## config.mk

```make
export PLATFORM = sky130hd
export DESIGN_NAME = trap_ctrl
export DESIGN_NICKNAME = d
export VERILOG_FILES = /design/src/rtl/trap_ctrl_pkg.sv /design/src/rtl/trap_rst_sync.sv /design/src/rtl/trap_req_latch.sv /design/src/rtl/trap_seq_fsm.sv /design/src/rtl/trap_state_regs.sv /design/src/rtl/trap_ctrl.sv
export SDC_FILE = /design/constraint.sdc
export NUM_CORES = 1
export LEC_CHECK = 0
export BUFFER_PORTS_ARGS = -buffer_cell sky130_fd_sc_hd__buf_2
export CORE_MARGIN = 5
export CORE_UTILIZATION = 47
export CTS_CLUSTER_SIZE = 24
export DETAILED_ROUTE_END_ITERATION = 6
export GPL_ROUTABILITY_DRIVEN = 0
export PLACE_DENSITY = 0.88
export SETUP_SLACK_MARGIN = 0.5
export SYNTH_ARGS = -nofsm -noshare
export SYNTH_HDL_FRONTEND = slang
export SYNTH_SLANG_ARGS = --single-unit
```

## constraint.sdc

```tcl
create_clock -name clk -period 3.4 [get_ports clk]
set_input_delay 0.17 -clock clk [delete_from_list [all_inputs] [get_ports clk]]
set_output_delay 0.17 -clock clk [all_outputs]
set_load 0.05 [all_outputs]
```

## src/rtl/trap_ctrl_pkg.sv

```systemverilog
package trap_ctrl_pkg;
  localparam int CAUSE_W = 2;

  typedef enum logic [1:0] {
    ST_IDLE = 2'd0,
    ST_SAVE = 2'd1,
    ST_JUMP = 2'd2,
    ST_RET  = 2'd3
  } tc_state_e;

  typedef enum logic [CAUSE_W-1:0] {
    CS_EXT   = 2'd0,
    CS_UNDEF = 2'd1,
    CS_OVF   = 2'd2
  } tc_cause_e;
endpackage

```

## src/rtl/trap_rst_sync.sv

```systemverilog
module trap_rst_sync #(
  parameter int STAGES = 2
) (
  input  logic clk,
  input  logic rst_n,
  output logic rst_ni
);
  localparam int LAST = STAGES - 1;

  logic [LAST:0] sync_q;

  generate
    if (STAGES == 1) begin : g_one
      always_ff @(posedge clk or negedge rst_n) begin
        if (!rst_n) sync_q <= '0;
        else        sync_q <= 1'b1;
      end
    end else begin : g_many
      always_ff @(posedge clk or negedge rst_n) begin
        if (!rst_n) sync_q <= '0;
        else        sync_q <= {sync_q[LAST-1:0], 1'b1};
      end
    end
  endgenerate

  assign rst_ni = sync_q[LAST];
endmodule

```

## src/rtl/trap_req_latch.sv

```systemverilog
module trap_req_latch (
  input  logic clk,
  input  logic rst_ni,
  input  logic req_set,
  input  logic req_clr,
  output logic pend
);
  logic pend_q;
  logic pend_d;

  // a set in the clear cycle wins so no request is lost
  always_comb begin
    pend_d = req_set | (pend_q & ~req_clr);
  end

  always_ff @(posedge clk or negedge rst_ni) begin
    if (!rst_ni) pend_q <= 1'b0;
    else         pend_q <= pend_d;
  end

  assign pend = pend_q;
endmodule

```

## src/rtl/trap_seq_fsm.sv

```systemverilog
module trap_seq_fsm
  import trap_ctrl_pkg::*;
(
  input  logic               clk,
  input  logic               rst_ni,
  input  logic               insn_end,
  input  logic               undef_hit,
  input  logic               ovf_hit,
  input  logic               rfe_hit,
  input  logic               pend,
  input  logic               ie,
  output tc_state_e          state,
  output logic               trap_go,
  output logic               epc_we,
  output logic               cause_we,
  output logic [CAUSE_W-1:0] cause_sel,
  output logic               pc_we,
  output logic               pc_from_epc,
  output logic               vec_ovf,
  output logic               irq_clr,
  output logic               ie_set,
  output logic               ie_clr
);
  tc_state_e st_q, st_d;
  tc_cause_e kind_q, kind_d;
  logic      go;

  // next state: exceptions first, then return, then masked interrupt
  always_comb begin
    st_d   = st_q;
    kind_d = kind_q;
    go     = 1'b0;
    unique case (st_q)
      ST_IDLE: begin
        if (undef_hit) begin
          go = 1'b1; kind_d = CS_UNDEF; st_d = ST_SAVE;
        end else if (ovf_hit) begin
          go = 1'b1; kind_d = CS_OVF;   st_d = ST_SAVE;
        end else if (rfe_hit) begin
          st_d = ST_RET;
        end else if (insn_end && pend && ie) begin
          go = 1'b1; kind_d = CS_EXT;   st_d = ST_SAVE;
        end
      end
      ST_SAVE: st_d = ST_JUMP;
      ST_JUMP: st_d = ST_IDLE;
      ST_RET:  st_d = ST_IDLE;
      default: st_d = ST_IDLE;
    endcase
  end

  always_ff @(posedge clk or negedge rst_ni) begin
    if (!rst_ni) st_q <= ST_IDLE;
    else         st_q <= st_d;
  end

  always_ff @(posedge clk or negedge rst_ni) begin
    if (!rst_ni)  kind_q <= CS_EXT;
    else if (go)  kind_q <= kind_d;
  end

  // Moore strobes from the held state and cause
  always_comb begin
    epc_we      = (st_q == ST_SAVE);
    cause_we    = (st_q == ST_SAVE);
    cause_sel   = kind_q;
    pc_we       = (st_q == ST_JUMP) || (st_q == ST_RET);
    pc_from_epc = (st_q == ST_RET);
    vec_ovf     = (kind_q == CS_OVF);
    irq_clr     = (st_q == ST_JUMP) && (kind_q == CS_EXT);
    ie_clr      = (st_q == ST_JUMP);
    ie_set      = (st_q == ST_RET);
  end

  assign state   = st_q;
  assign trap_go = go;
endmodule

```

## src/rtl/trap_state_regs.sv

```systemverilog
module trap_state_regs #(
  parameter int DATA_W  = 32,
  parameter int CAUSE_W = 2
) (
  input  logic               clk,
  input  logic               rst_ni,
  input  logic               epc_we,
  input  logic [DATA_W-1:0]  pc_cur,
  input  logic               cause_we,
  input  logic [CAUSE_W-1:0] cause_sel,
  input  logic               ie_set,
  input  logic               ie_clr,
  output logic [DATA_W-1:0]  epc_q,
  output logic [CAUSE_W-1:0] cause_q,
  output logic               ie_q
);
  always_ff @(posedge clk or negedge rst_ni) begin
    if (!rst_ni)      epc_q <= '0;
    else if (epc_we)  epc_q <= pc_cur;
  end

  always_ff @(posedge clk or negedge rst_ni) begin
    if (!rst_ni)       cause_q <= '0;
    else if (cause_we) cause_q <= cause_sel;
  end

  always_ff @(posedge clk or negedge rst_ni) begin
    if (!rst_ni)      ie_q <= 1'b0;
    else if (ie_clr)  ie_q <= 1'b0;
    else if (ie_set)  ie_q <= 1'b1;
  end
endmodule

```

## src/rtl/trap_ctrl.sv

```systemverilog
module trap_ctrl
  import trap_ctrl_pkg::*;
#(
  parameter int                DATA_W     = 32,
  parameter logic [DATA_W-1:0] VEC_BASE   = 32'hC000_0000,
  parameter logic [DATA_W-1:0] OVF_OFFSET = 32'h0000_0020,
  parameter int                SYNC_STG   = 2
) (
  input  logic               clk,
  input  logic               rst_n,
  input  logic               irq_req,
  input  logic               insn_end,
  input  logic               undef_hit,
  input  logic               ovf_hit,
  input  logic               rfe_hit,
  input  logic [DATA_W-1:0]  pc_cur,
  output logic               trap_go,
  output logic [1:0]         ctl_state,
  output logic               epc_we,
  output logic               cause_we,
  output logic [CAUSE_W-1:0] cause_sel,
  output logic               pc_we,
  output logic [DATA_W-1:0]  pc_next,
  output logic               irq_clr,
  output logic               irq_pend,
  output logic               int_en,
  output logic [DATA_W-1:0]  epc_q,
  output logic [CAUSE_W-1:0] cause_q
);
  localparam logic [DATA_W-1:0] VEC_OVF = VEC_BASE + OVF_OFFSET;

  logic      rst_ni;
  tc_state_e st;
  logic      pc_from_epc, vec_ovf, ie_set, ie_clr;

  trap_rst_sync #(.STAGES(SYNC_STG)) u_rst (
    .clk(clk), .rst_n(rst_n), .rst_ni(rst_ni)
  );

  trap_req_latch u_latch (
    .clk(clk), .rst_ni(rst_ni), .req_set(irq_req),
    .req_clr(irq_clr), .pend(irq_pend)
  );

  trap_seq_fsm u_fsm (
    .clk(clk), .rst_ni(rst_ni), .insn_end(insn_end),
    .undef_hit(undef_hit), .ovf_hit(ovf_hit), .rfe_hit(rfe_hit),
    .pend(irq_pend), .ie(int_en), .state(st), .trap_go(trap_go),
    .epc_we(epc_we), .cause_we(cause_we), .cause_sel(cause_sel),
    .pc_we(pc_we), .pc_from_epc(pc_from_epc), .vec_ovf(vec_ovf),
    .irq_clr(irq_clr), .ie_set(ie_set), .ie_clr(ie_clr)
  );

  trap_state_regs #(.DATA_W(DATA_W), .CAUSE_W(CAUSE_W)) u_regs (
    .clk(clk), .rst_ni(rst_ni), .epc_we(epc_we), .pc_cur(pc_cur),
    .cause_we(cause_we), .cause_sel(cause_sel), .ie_set(ie_set),
    .ie_clr(ie_clr), .epc_q(epc_q), .cause_q(cause_q), .ie_q(int_en)
  );

  // PC source: return address, overflow vector or common vector
  always_comb begin
    if (!pc_we)           pc_next = '0;
    else if (pc_from_epc) pc_next = epc_q;
    else if (vec_ovf)     pc_next = VEC_OVF;
    else                  pc_next = VEC_BASE;
  end

  assign ctl_state = st;
endmodule

```

==> results.py <==
metrics = {
    "drt": {
        "via_count": 1557,
        "ant_nets": 0,
        "post-route-drc-count": 0,
        "post_drt_wl_per_cell_microns": 15.4,
        "drt_iter0_markers": 51,
        "viasPerCell": 5.01,
        "postRouteWirelength_mm": 4.80,
        "drt-pass1-iter-count": 4,
    },
    "cells_and_area": {
        "syn_to_final_growth_pct": 35.3,
        "fin_nets": 299,
        "stdcell_count": 311,
        "fin_area_sq_mm": 0.00267,
        "antennaDiodeCount": 0,
        "drive_gt1_frac": 0.628,
    },
    "yosys": {
        "yosys.area.top_type_share": 0.532,
        "synth_seq_cells": 42,
        "synth-main-ff-cell": "dfrtp_1",
        "synth_edf_count": 0,
        "synth_simple_gate_area_frac": 0.137,
        "synth_top_family_by_area": "multiplexers",
        "synthTopCellsByCount": "42 x dfrtp_1, 29 x and3_1, 25 x mux2_4",
        "async_flop_share": 1.00,
        "synthAdderAreaFrac": 0,
        "synthXorXnorAreaFrac": 0,
        "postSynthCellCount": 147,
        "ys_seq_area_frac": 0.532,
        "yosysWarnings": 0,
        "synthesis.nets": 186,
        "synth.area.top_cells": "dfrtp_1 53%, mux2_4 19%, and3_1 9.2%, mux2_2 4.6%, buf_6 2.3%",
        "yosysMostFrequentCell": "dfrtp_1",
        "synth_cell_type_count": 28,
        "synth_area_sq_mm": 0.00198,
        "syn_area_per_cell_sq_um": 13.4,
        "synth_compound_area_frac": 0.0405,
        "synth.area.mux_share": 0.236,
        "yosys.area.top_type": "dfrtp_1",
    },
    "floorplanning": {
        "core_area_sq_mm": 0.00403,
        "dieArea_sq_mm": 0.00560,
        "rows": 23,
        "pin_count": 116,
        "chipWidth_microns": 74.8,
        "die_height_microns": 74.8,
        "start_util": 0.490,
    },
    "timing": {
        "grt_setup_unrepaired": "false",
        "fin_skew_ns": 0.00292,
        "min_period_ns": 2.11,
        "hold_viol_final": 0,
        "fmax_mhz": 473,
        "fin_crit_sh": 0.622,
        "slew_violations": 0,
        "setup_viol": 0,
        "layout_setup_ws_ns": 1.29,
        "max-slew-margin-rel": 0.447,
        "max_slew.worst_pin.slew_ns": 0.830,
        "tns_ns": 0,
    },
    "global_route": {
        "grt_pass1_wl_mm": 7.52,
        "antenna_found_initial": 0,
        "grt_overflow": 0,
        "first_global_vias": 1534,
        "grt_max_degree": 41,
        "track_usage": 0.179,
    },
    "critical_path": {
        "reg2reg_slack_ns": 1.58,
        "critPathArrivalTime_ns": 1.94,
        "critPathKind": "reg -> out",
        "timing.rr.start": "u_fsm.state[0]",
        "required_ns": 3.23,
        "critPathMaxFanout": 19,
        "reg2reg_depth": 3,
        "crit_end": "cause_we",
        "startpoint_type": "flip-flop",
        "startpoint": "u_fsm.state[0]",
        "cp-end-kind": "output port",
        "r2r-end": "u_regs.epc_q[22]",
    },
    "clocking": {
        "clk_pin_slew_ns": 0.07,
        "clock_latency_ns": 0.28,
        "cts-buffers-inserted": 5,
        "clock_sinks": 42,
        "cts_tree": "yes",
        "cts.path.max_buffers": 2,
        "post-cts-setup-buffers": 0,
        "cts_resized": 0,
        "cts-root-buf": "clkbuf_8",
        "h-tree-depth": 2,
    },
    "placed_design": {
        "hpwl_mm": 3.64,
        "portBuffers": 115,
        "dpl.cell_count": 302,
        "dpl-instance-area_sq_mm": 0.00255,
        "dp_slack_ns": 1.60,
    },
    "worst_hold_path": {
        "hp-class": "in -> reg",
    },
    "flow_run": {
        "cap_viol_max_count": 0,
    },
    "status": {
        "outcome": "completed",
    },
}
-- sequential cells by signal, indices dropped and copies added, names as in the netlist --
| name | count |
|---|---|
| u_rst.sync_q | 2 |
| u_regs.ie_q | 1 |
| u_regs.epc_q | 32 |
| u_regs.cause_q | 2 |
| u_fsm.state | 2 |
| u_latch.pend | 1 |
| u_fsm.cause_sel | 2 |
-- metal layers --
metal  vias to the layer above  GRT usage  routed length [microns]
met4                         0     0.0474                       42
met2                        77      0.294                     2320
met5                         -          0                        0
met1                       737      0.233                     1980
met3                         6     0.0521                      457
li1                        737          -                        -
-- area by class of cell --
type	instances	area [sq um]
clock buffers	8	110
flip-flops and latches	42	1050
inverters	3	11.3
well taps	50	62.6
repair buffers	120	616
multi-input cells	88	821
fillers	323	1360
-- worst min-delay path by stage --
stage	from	endpoint	slack [ns]	depth (start not counted)
final	irq_req	u_latch.pend	0.08	2
after global routing	irq_req	u_latch.pend	0.08	2
after CTS	irq_req	u_latch.pend	0.07	2
after detailed placement	rst_n	u_rst.sync_q[0]	-0.04	1
after global placement	rst_n	u_rst.sync_q[0]	-0.04	1
after floorplan	rst_n	u_rst.sync_q[0]	-0.13	0
-- worst max-delay path, cell delays in order, from the launching register on --
cell and delay, ns:
dfrtp_1 0.65, nor2b_4 0.35, buf_4 0.33, buf_2 0.32
-- repair_timing --
| action | 4_1_cts | 5_1_grt |
|---|---|---|
| endpoints found under the hold margin | 2 | 0 |
| hold buffers | 1 | 0 |
| setup endpoints to repair | 0 | 0 |
-- cell families after synthesis --
group	after synthesis
mux	33
other cells	1
flops	42
buf+inv	17
simple gates	43
compound gates	11
-- stage by stage --
stage          hold WS (ns)   util
4_1_cts              0.0729  0.663
5_1_grt              0.0812  0.663
6_report             0.0823  0.663
3_3_place_gp        -0.0442  0.634
3_5_place_dp        -0.0384  0.634
2_1_floorplan        -0.126      -
-- cell usage in the layout (no fill, tap or decap) --
cell,n
a22oi_1,1
o2bb2ai_1,1
a21boi_0,2
mux2_2,8
conb_1,1
o21bai_1,1
a22o_1,1
nor2_1,3
and3_1,29
o21a_1,1
dfrtp_1,41
nand2_1,3
nor2b_1,1
nand3_1,1
dlygate4sd3_1,1
nand2b_1,1
nor3b_1,2
nor4b_2,1
clkbuf_8,8
a311o_1,1
a21oi_1,1
buf_2,115
inv_1,3
dfrtp_2,1
o21ai_0,2
nor2_2,1
nor2b_4,1
mux2_4,25
buf_4,4
Power is left out: the tool's default activity adds up to more than one toggle a clock period on the data nets, which glitch-free logic cannot reach.
